===== src/rtl/wiper_pkg.sv =====
package wiper_pkg;
  // instruction bits kept by the engine: instr[7:5]
  localparam int unsigned INS_KEEP_LSB = 5;
  localparam int unsigned IX_SD = 0;
  localparam int unsigned IX_RS = 1;
  localparam int unsigned IX_T  = 2;

  typedef enum logic [3:0] {
    S_IDLE, S_ADDR, S_ACK_A, S_INSTR, S_ACK_I,
    S_DATA, S_ACK_D, S_TX, S_MACK, S_IGN
  } bus_state_e;
endpackage


===== src/rtl/i2c_line_sync.sv =====
module i2c_line_sync #(
  parameter int unsigned STAGES = 2
) (
  input  logic clk_i,
  input  logic rst_ni,
  input  logic scl_i,
  input  logic sda_i,
  output logic sda_o,
  output logic scl_rise_o,
  output logic scl_fall_o,
  output logic start_o,
  output logic stop_o
);
  logic [STAGES-1:0] scl_ff, sda_ff;
  logic scl_d, sda_d, scl_s, sda_s;

  always_ff @(posedge clk_i or negedge rst_ni) begin
    if (!rst_ni) begin
      scl_ff <= '1;
      sda_ff <= '1;
      scl_d  <= 1'b1;
      sda_d  <= 1'b1;
    end else begin
      scl_ff <= {scl_ff[STAGES-2:0], scl_i};
      sda_ff <= {sda_ff[STAGES-2:0], sda_i};
      scl_d  <= scl_ff[STAGES-1];
      sda_d  <= sda_ff[STAGES-1];
    end
  end

  assign scl_s      = scl_ff[STAGES-1];
  assign sda_s      = sda_ff[STAGES-1];
  assign sda_o      = sda_s;
  assign scl_rise_o = scl_s & ~scl_d;
  assign scl_fall_o = ~scl_s & scl_d;
  assign start_o    = scl_s & scl_d & sda_d & ~sda_s;
  assign stop_o     = scl_s & scl_d & ~sda_d & sda_s;
endmodule


===== src/rtl/wiper_i2c_engine.sv =====
module wiper_i2c_engine
  import wiper_pkg::*;
#(
  parameter logic [5:0]  ADDR_HI = 6'b010110,
  parameter int unsigned CODE_W  = 6
) (
  input  logic              clk_i,
  input  logic              rst_ni,
  input  logic              sda_i,
  input  logic              scl_rise_i,
  input  logic              scl_fall_i,
  input  logic              start_i,
  input  logic              stop_i,
  input  logic              strap_i,
  input  logic [7:0]        rd_byte_i,
  output logic              sda_oe_o,
  output logic              wr_stb_o,
  output logic [2:0]        instr_o,
  output logic [CODE_W-1:0] data_o
);
  bus_state_e        state_q;
  logic [3:0]        cnt_q;
  logic [7:0]        sh_q, tx_q;
  logic              rw_q, mack_q, oe_q, stb_q;
  logic [2:0]        instr_q;
  logic [CODE_W-1:0] data_q;
  logic              rx_state;

  assign rx_state = (state_q == S_ADDR) || (state_q == S_INSTR) || (state_q == S_DATA);

  always_ff @(posedge clk_i or negedge rst_ni) begin
    if (!rst_ni) begin
      state_q <= S_IDLE;
      cnt_q   <= '0;
      sh_q    <= '0;
      tx_q    <= '0;
      rw_q    <= 1'b0;
      mack_q  <= 1'b0;
      oe_q    <= 1'b0;
      stb_q   <= 1'b0;
      instr_q <= '0;
      data_q  <= '0;
    end else begin
      stb_q <= 1'b0;
      if (start_i) begin
        state_q <= S_ADDR;
        cnt_q   <= '0;
        oe_q    <= 1'b0;
      end else if (stop_i) begin
        state_q <= S_IDLE;
        oe_q    <= 1'b0;
      end else if (rx_state) begin
        if (scl_rise_i && cnt_q != 4'd8) begin
          sh_q  <= {sh_q[6:0], sda_i};
          cnt_q <= cnt_q + 4'd1;
        end else if (scl_fall_i && cnt_q == 4'd8) begin
          cnt_q <= '0;
          if (state_q == S_ADDR) begin
            if (sh_q[7:1] == {ADDR_HI, strap_i}) begin
              oe_q    <= 1'b1;
              rw_q    <= sh_q[0];
              state_q <= S_ACK_A;
            end else begin
              state_q <= S_IGN;
            end
          end else if (state_q == S_INSTR) begin
            oe_q    <= 1'b1;
            instr_q <= sh_q[7:INS_KEEP_LSB];
            state_q <= S_ACK_I;
          end else begin
            oe_q    <= 1'b1;
            data_q  <= sh_q[CODE_W-1:0];
            stb_q   <= 1'b1;
            state_q <= S_ACK_D;
          end
        end
      end else begin
        unique case (state_q)
          S_ACK_A: if (scl_fall_i) begin
            cnt_q <= '0;
            if (rw_q) begin
              tx_q    <= rd_byte_i;
              oe_q    <= ~rd_byte_i[7];
              state_q <= S_TX;
            end else begin
              oe_q    <= 1'b0;
              state_q <= S_INSTR;
            end
          end
          S_ACK_I: if (scl_fall_i) begin
            oe_q    <= 1'b0;
            state_q <= S_DATA;
          end
          S_ACK_D: if (scl_fall_i) begin
            oe_q    <= 1'b0;
            state_q <= S_IGN;
          end
          S_TX: if (scl_fall_i) begin
            if (cnt_q == 4'd7) begin
              oe_q    <= 1'b0;
              cnt_q   <= '0;
              state_q <= S_MACK;
            end else begin
              tx_q  <= {tx_q[6:0], 1'b0};
              oe_q  <= ~tx_q[6];
              cnt_q <= cnt_q + 4'd1;
            end
          end
          S_MACK: begin
            if (scl_rise_i) mack_q <= ~sda_i;
            else if (scl_fall_i) begin
              if (mack_q) begin
                tx_q    <= rd_byte_i;
                oe_q    <= ~rd_byte_i[7];
                state_q <= S_TX;
              end else begin
                state_q <= S_IGN;
              end
            end
          end
          default: ;
        endcase
      end
    end
  end

  assign sda_oe_o = oe_q;
  assign wr_stb_o = stb_q;
  assign instr_o  = instr_q;
  assign data_o   = data_q;

  // SDA is pulled only in acknowledge or transmit states
  a_r9_drive_states: assert property (@(posedge clk_i) disable iff (!rst_ni)
    oe_q |-> (state_q inside {S_ACK_A, S_ACK_I, S_ACK_D, S_TX}));
  // an ignored frame stays ignored until START or STOP
  a_r1_ignore_holds: assert property (@(posedge clk_i) disable iff (!rst_ni)
    (state_q == S_IGN && !start_i && !stop_i) |=> (state_q == S_IGN));
  // a write strobe only comes with the data-byte acknowledge
  a_r2_strobe_on_data: assert property (@(posedge clk_i) disable iff (!rst_ni)
    stb_q |-> (state_q == S_ACK_D && oe_q));
endmodule


===== src/rtl/wiper_store.sv =====
module wiper_store
  import wiper_pkg::*;
#(
  parameter int unsigned CODE_W = 6
) (
  input  logic              clk_i,
  input  logic              rst_ni,
  input  logic              wr_stb_i,
  input  logic [2:0]        instr_i,
  input  logic [CODE_W-1:0] data_i,
  input  logic              fuse_done_i,
  output logic [CODE_W-1:0] wiper_o,
  output logic              shutdown_o,
  output logic              fuse_req_o,
  output logic [1:0]        status_o
);
  localparam logic [CODE_W-1:0] MID = {1'b1, {(CODE_W-1){1'b0}}};

  logic [CODE_W-1:0] wiper_q;
  logic shutdown_q, lock_q, fuse_req_q, locked;

  assign locked = lock_q | fuse_done_i;

  always_ff @(posedge clk_i or negedge rst_ni) begin
    if (!rst_ni) begin
      wiper_q    <= MID;
      shutdown_q <= 1'b0;
      lock_q     <= 1'b0;
      fuse_req_q <= 1'b0;
    end else begin
      fuse_req_q <= 1'b0;
      if (wr_stb_i) begin
        shutdown_q <= instr_i[IX_SD];
        if (!locked) begin
          if (instr_i[IX_T]) begin
            lock_q     <= 1'b1;
            fuse_req_q <= 1'b1;
          end else if (instr_i[IX_SD]) begin
            wiper_q <= wiper_q;   // shutdown keeps the code
          end else if (instr_i[IX_RS]) begin
            wiper_q <= MID;
          end else begin
            wiper_q <= data_i;
          end
        end
      end
    end
  end

  assign wiper_o    = wiper_q;
  assign shutdown_o = shutdown_q;
  assign fuse_req_o = fuse_req_q;
  assign status_o   = {fuse_done_i, lock_q & ~fuse_done_i};

  a_r6_locked_code_hold: assert property (@(posedge clk_i) disable iff (!rst_ni)
    locked |=> $stable(wiper_q));
  a_r5_req_one_cycle: assert property (@(posedge clk_i) disable iff (!rst_ni)
    fuse_req_q |=> !fuse_req_q);
  a_r5_req_sets_lock: assert property (@(posedge clk_i) disable iff (!rst_ni)
    fuse_req_q |-> lock_q);
  a_r6_single_program: assert property (@(posedge clk_i) disable iff (!rst_ni)
    fuse_req_q |-> !$past(locked));
  a_r4_sd_keeps_code: assert property (@(posedge clk_i) disable iff (!rst_ni)
    $rose(shutdown_q) |-> $stable(wiper_q));
endmodule


===== src/rtl/wiper_otp_i2c.sv =====
module wiper_otp_i2c #(
  parameter int unsigned SYNC_STAGES = 2,
  parameter logic [5:0]  ADDR_HI     = 6'b010110
) (
  input  logic       clk_i,
  input  logic       rst_ni,
  input  logic       scl_i,
  input  logic       sda_i,
  output logic       sda_oe_o,
  input  logic       strap_i,
  input  logic       fuse_done_i,
  output logic [5:0] wiper_o,
  output logic       shutdown_o,
  output logic       fuse_req_o
);
  localparam int unsigned CODE_W = 6;

  logic sda_s, scl_rise, scl_fall, start_det, stop_det;
  logic wr_stb;
  logic [2:0] instr;
  logic [CODE_W-1:0] data, wiper;
  logic [1:0] status;
  logic [7:0] rd_byte;

  i2c_line_sync #(.STAGES(SYNC_STAGES)) u_sync (
    .clk_i, .rst_ni, .scl_i, .sda_i,
    .sda_o(sda_s), .scl_rise_o(scl_rise), .scl_fall_o(scl_fall),
    .start_o(start_det), .stop_o(stop_det)
  );

  always_comb begin
    rd_byte = '0;
    rd_byte[7:6] = status;
    rd_byte[CODE_W-1:0] = wiper;
  end

  wiper_i2c_engine #(.ADDR_HI(ADDR_HI), .CODE_W(CODE_W)) u_engine (
    .clk_i, .rst_ni, .sda_i(sda_s), .scl_rise_i(scl_rise), .scl_fall_i(scl_fall),
    .start_i(start_det), .stop_i(stop_det), .strap_i, .rd_byte_i(rd_byte),
    .sda_oe_o, .wr_stb_o(wr_stb), .instr_o(instr), .data_o(data)
  );

  wiper_store #(.CODE_W(CODE_W)) u_store (
    .clk_i, .rst_ni, .wr_stb_i(wr_stb), .instr_i(instr), .data_i(data),
    .fuse_done_i, .wiper_o(wiper), .shutdown_o, .fuse_req_o, .status_o(status)
  );

  assign wiper_o = wiper;
endmodule


===== config.mk =====
export PLATFORM = sky130hd
export DESIGN_NAME = wiper_otp_i2c
export DESIGN_NICKNAME = d
export VERILOG_FILES = /design/src/rtl/wiper_pkg.sv /design/src/rtl/i2c_line_sync.sv /design/src/rtl/wiper_i2c_engine.sv /design/src/rtl/wiper_store.sv /design/src/rtl/wiper_otp_i2c.sv
export SDC_FILE = /design/constraint.sdc
export NUM_CORES = 1
export LEC_CHECK = 0
export BUFFER_PORTS_ARGS = -buffer_cell sky130_fd_sc_hd__buf_2
export CORE_MARGIN = 2
export CORE_UTILIZATION = 43
export DETAILED_ROUTE_END_ITERATION = 8
export SKIP_LAST_GASP = 1
export SYNTH_ARGS = -nofsm -noshare
export SYNTH_HDL_FRONTEND = slang
export SYNTH_SLANG_ARGS = --single-unit

===== constraint.sdc =====
create_clock -name clk_i -period 6.3 [get_ports clk_i]
set_input_delay 0.945 -clock clk_i [delete_from_list [all_inputs] [get_ports clk_i]]
set_output_delay 0.945 -clock clk_i [all_outputs]
set_load 0.02 [all_outputs]

# == Yosys cells after proc, flatten, opt, wreduce, memory -nomap -nowiden ==
# Index checks and enable logic that the tools add are counted.
# word_totals
in_bits,6
output_inout_bits,9
reg_bits,51
# op_classes
n_addsub,1
eq_ne,35
bitwise,24
muxes,62
reduce_logical,20
# ops
cell,n
$mux 4,23
$mux 7,7
$ne 5x3->1 const B,7
$mux 1,25
$pmux 7 s3,1
$reduce_and 7->1,3
$eq 4x3->1 const B,5
$pmux 4 s5,1
$reduce_and 10->1,2
$ne 4x4->1 const B,4
$not 1->1,15
$reduce_and 11->1,1
$ne 2x1->1 const B,5
$ne 5x5->1 const B,2
$reduce_and 5->1,2
$and 1x1->1,8
$eq 4x2->1 const B,2
$eq 4x4->1 const B,2
$ne 4x2->1 const B,2
$pmux 4 s2,1
$reduce_and 4->1,2
$reduce_bool 8->1,1
$eq 7x6->1,1
$reduce_bool 7->1,1
15 further kinds,19

# == Logic depth before layout (Yosys ltp) ==
# logic_depth
ltp_word,8
ltp_mapped,8
ltp_nobuf,7

# == Hierarchy ==
# From an unflattened synthesis, not the netlist that was laid out.
# unflattened
cells_unflattened,220
hier_area_um2,2603.7
# modules_own_cells
mod,seq_area_each_um2,cells_each,area_each_um2,n_inst
wiper_i2c_engine,900.9,180,1995.7,1
wiper_store,226.5,30,417.9,1
i2c_line_sync,157.7,10,190.2,1

# == Worst setup path after synthesis ==
# Ideal clock, no wire load.
# synth_timing
kind,in2reg
start,input port strap_i
end,register u_engine.rw_q
required_time_ps,6175
path_slack_ps,4119
path_buffers,0
stages,4
arrival_ps,2057
setup_ps,125
cell_sequence,xor2_1 > or4_1 > nor4_1 > mux2_2
# synth_between
elab_chain_cells,2
# synth_lines
item,line_no,text
from (decl),wiper_otp_i2c.sv:10,"input logic strap_i,"
$eq 7x6->1,wiper_i2c_engine.sv:59,"if (sh_q[7:1] == {ADDR_HI, strap_i}) begin"
$reduce_and 7->1 (no source line),--,
to (signal assigned),wiper_i2c_engine.sv:61,rw_q <= sh_q[0];
to (decl),wiper_i2c_engine.sv:24,"logic rw_q, mack_q, oe_q, stb_q;"
# Every way passes these cells.
# A chain may end at the register's enable or synchronous reset.

# == Worst setup path in the final report ==
# layout_timing
start,register u_engine.state_q[0]
end,register u_engine.state_q[0]
# layout_between
elab_chain_cells,7
# layout_lines
item,line_no,text
from (decl),wiper_i2c_engine.sv:21,bus_state_e state_q;
from (signal assigned),wiper_i2c_engine.sv:33,state_q <= S_IDLE;
from (signal assigned),wiper_i2c_engine.sv:46,state_q <= S_ADDR;
from (signal assigned),wiper_i2c_engine.sv:50,state_q <= S_IDLE;
$eq 4x1->1,"wiper_i2c_engine.sv:29, wiper_i2c_engine.sv:58",
$mux 4,wiper_i2c_engine.sv:58,if (state_q == S_ADDR) begin
$mux 4,wiper_i2c_engine.sv:56,end else if (scl_fall_i && cnt_q == 4'd8) begin
$mux 4,wiper_i2c_engine.sv:53,if (scl_rise_i && cnt_q != 4'd8) begin
$mux 4,wiper_i2c_engine.sv:52,end else if (rx_state) begin
$mux 4,wiper_i2c_engine.sv:49,end else if (stop_i) begin
$mux 4,wiper_i2c_engine.sv:45,if (start_i) begin
# Parallel ways exist; a longest one is shown, timed or not. The select of a mux whose other input is x is not followed.

==> results.json <==
{
  "status": "completed",
  "report.final.setup_viol": 0,
  "yosys-mux-area-fraction_pct": 12.2,
  "die_w_um": 80.7,
  "rsz0062_at_grt": "no",
  "drv_slew": 0,
  "crit_required_ns": 6.49,
  "drc_errors": 0,
  "slew_headroom_pct": 56.1,
  "grt_pass1_wl_um": 8470,
  "ir_drop_mv": 0.238,
  "core_area_um2": 5610,
  "dr_total_vias": 1766,
  "mostFrequentLayoutCell": "dfrtp_1",
  "place.gp.congestion": 0.865,
  "cts_buffer_depth": 2,
  "via_per_inst": 5.55,
  "mostFrequentLayoutCells": "44 x dfrtp_1, 23 x mux2_2, 17 x nor2_1, 15 x o21ai_0, 14 x buf_2",
  "grt.overflow.total": 0,
  "cts_setup_buffers": 0,
  "ant_nets": 0,
  "layout.cells.non_filler": 318,
  "cts.htree.levels": 2,
  "cts_tree": "built",
  "power.total_mw": 0.973,
  "antenna_found_initial": 0,
  "finalHoldViolCount": 0,
  "synth_edf_count": 0,
  "clk_pin_slew_ns": 0.09,
  "wl_per_cell_um": 15.4,
  "grt.busiest_layer": "met2",
  "critPathLaunchType": "flop",
  "async_flop_share_pct": 100,
  "synth_area_um2": 2530,
  "synth_cells": 231,
  "clock_sinks": 51,
  "use_met1_pct": 24.3,
  "finalInstanceArea_um2": 2750,
  "place_inst": 310,
  "drt_iter0_markers": 261,
  "ys_seq_area_share_pct": 50.8,
  "rows": 27,
  "clock_latency_ns": 0.30,
  "start_util_pct": 45.1,
  "synthXorXnorAreaFrac_pct": 1.04,
  "powerDensity_nw_per_um2": 354,
  "layout-drive-gt1-share_pct": 24.8,
  "fillCellCount": 536,
  "cts_made_buffers": 5,
  "maxCapViolCount": 0,
  "synth_compound_area_share_pct": 14.2,
  "die_y_um": 80.7,
  "setup-tns-final_ns": 0,
  "critPathMaxFanout": 16,
  "tightest_slew_ns": 0.659,
  "hpwl_um": 3470,
  "ios": 15,
  "hp-start": "u_sync.sda_ff[0]$_DFF_PN1_",
  "fmaxAchievable_mhz": 395,
  "diodes": 0,
  "placed_area_um2": 2660,
  "grtUsageMet3_pct": 3.37,
  "syn_avg_cell_area_um2": 11.0,
  "drt_pass1_iterations": 4,
  "synthAdderAreaFrac_pct": 0.989,
  "min-delay-path-class": "flop to flop",
  "rr_startpoint": "u_engine.state_q[0]$_DFFE_PN0P_",
  "synth-simple-area-share_pct": 18.3,
  "port-buffer-count": 14,
  "synthesis.nets": 239,
  "period_minus_slack_ns": 2.53,
  "synth_top_family_by_area": "simple AND/OR/NAND/NOR gates",
  "power_leakage_nw": 1.22,
  "layout.nets": 253,
  "synthDistinctLibCells": 52,
  "synthTopCellsByArea": "dfrtp_1 43%, mux2_2 10%, dfstp_2 7.3%",
  "synth_flop_cell": "dfrtp_1",
  "cts_root_buf": "clkbuf_8",
  "path_class": "flop to flop",
  "hold_buffers": 0,
  "grt.total_usage_pct": 16.8,
  "grt_max_degree": 52,
  "synth_top_area_share_pct": 43.5,
  "critical_path.endpoint_type": "flop",
  "period_share_pct": 40.2,
  "yosysWarnings": 0,
  "startpoint": "u_engine.state_q[0]$_DFFE_PN0P_",
  "dieArea_um2": 6520,
  "critPathArrivalTime_ns": 2.72,
  "fin_skew_ns": 0.00918,
  "ys_seq_elements": 51,
  "first_global_vias": 1705,
  "synth_top_cell_by_area": "dfrtp_1",
  "use_met2_pct": 25.6,
  "route.final.wire_length_um": 4910,
  "layout-area-overhead-vs-synth_pct": 8.70,
  "cts_resized": 0
}
state kept, by name, indices dropped and copies added (netlist names), 3 cells and up:
name              cells
u_engine.cnt_q        4
u_engine.data_o       6
u_engine.instr_o      3
u_engine.sh_q         8
u_engine.state_q      4
u_engine.tx_q         7
u_store.wiper_o       6
critical path, stage by stage, from the launching register on:
cell      delay (ns)
dfrtp_1         0.64
nand4b_1        0.62
nand2b_1        0.44
a21oi_1         0.20
mux2_2          0.20
mux2_2          0.33
where the power goes:
| group | switching [mW] | leakage (nW) | total (mW) | internal [mW] |
|---|---|---|---|---|
| Clock | 0.111 | 0.0485 | 0.191 | 0.0798 |
| Sequential | 0.0895 | 0.657 | 0.480 | 0.391 |
| Combinational | 0.159 | 0.515 | 0.302 | 0.143 |
layout make-up:
type / instances / area (um2) / area share [%]
clock buffer: 5 / 68.8 / 2.50
clock inverter: 3 / 22.5 / 0.819
inverter: 6 / 22.5 / 0.819
multi-input combinational: 166 / 1180 / 43.1
sequential: 51 / 1280 / 46.7
tap: 72 / 90.1 / 3.27
timing repair buffer: 15 / 77.6 / 2.82
per-layer routing:
metal  vias to the layer above  wire length, um  part of all wire, %
met5                         -                0                    0
met4                         0               82                  1.7
met3                        10              214                  4.4
met2                        42             2120                   43
met1                       849             2490                   51
li1                        865                -                    -
stage by stage:
stage                     setup WS (ns)  hold WS [ns]  util (%)
after global routing               3.56         0.364      49.1
after floorplan                    4.12         0.345         -
after global placement             3.84         0.345      47.4
final                              3.77         0.360      49.1
after CTS                          3.77         0.362      49.1
after detailed placement           3.78         0.347      47.4
cell usage after synthesis (all sizes together), types with 5 or more instances:
library cell / n
a21oi: 13
clkbuf: 6
dfrtp: 44
dfstp: 7
inv: 6
mux2: 23
mux2i: 5
nand2: 12
nand2b: 12
nand3: 6
nor2: 17
nor2b: 10
o21ai: 15
path summary, 6_finish.rpt:
check	slack (ns)	cells past startpoint	end
worst max-delay path	3.77	5	u_engine.state_q[0]$_DFFE_PN0P_
worst min-delay path	0.36	0	u_sync.sda_ff[1]$_DFF_PN1_
worst max register to register	3.77	5	u_engine.state_q[0]$_DFFE_PN0P_
worst min register to register	0.36	0	u_sync.sda_ff[1]$_DFF_PN1_
max in group asynchronous	5.13	2	u_engine.mack_q$_DFFE_PN0P_
min in group asynchronous	0.74	2	u_store.wiper_o[4]$_DFFE_PN0P_
cells by family (layout without fill, tap and decap cells):
logic type | Yosys count | in the layout
simple gates | 82 | 82
flops | 51 | 51
buf+inv | 14 | 29
xor+xnor | 3 | 3
compound gates | 51 | 51
mux | 28 | 28
fa+ha+maj | 2 | 2
Power figures use the tool's default switching activity.
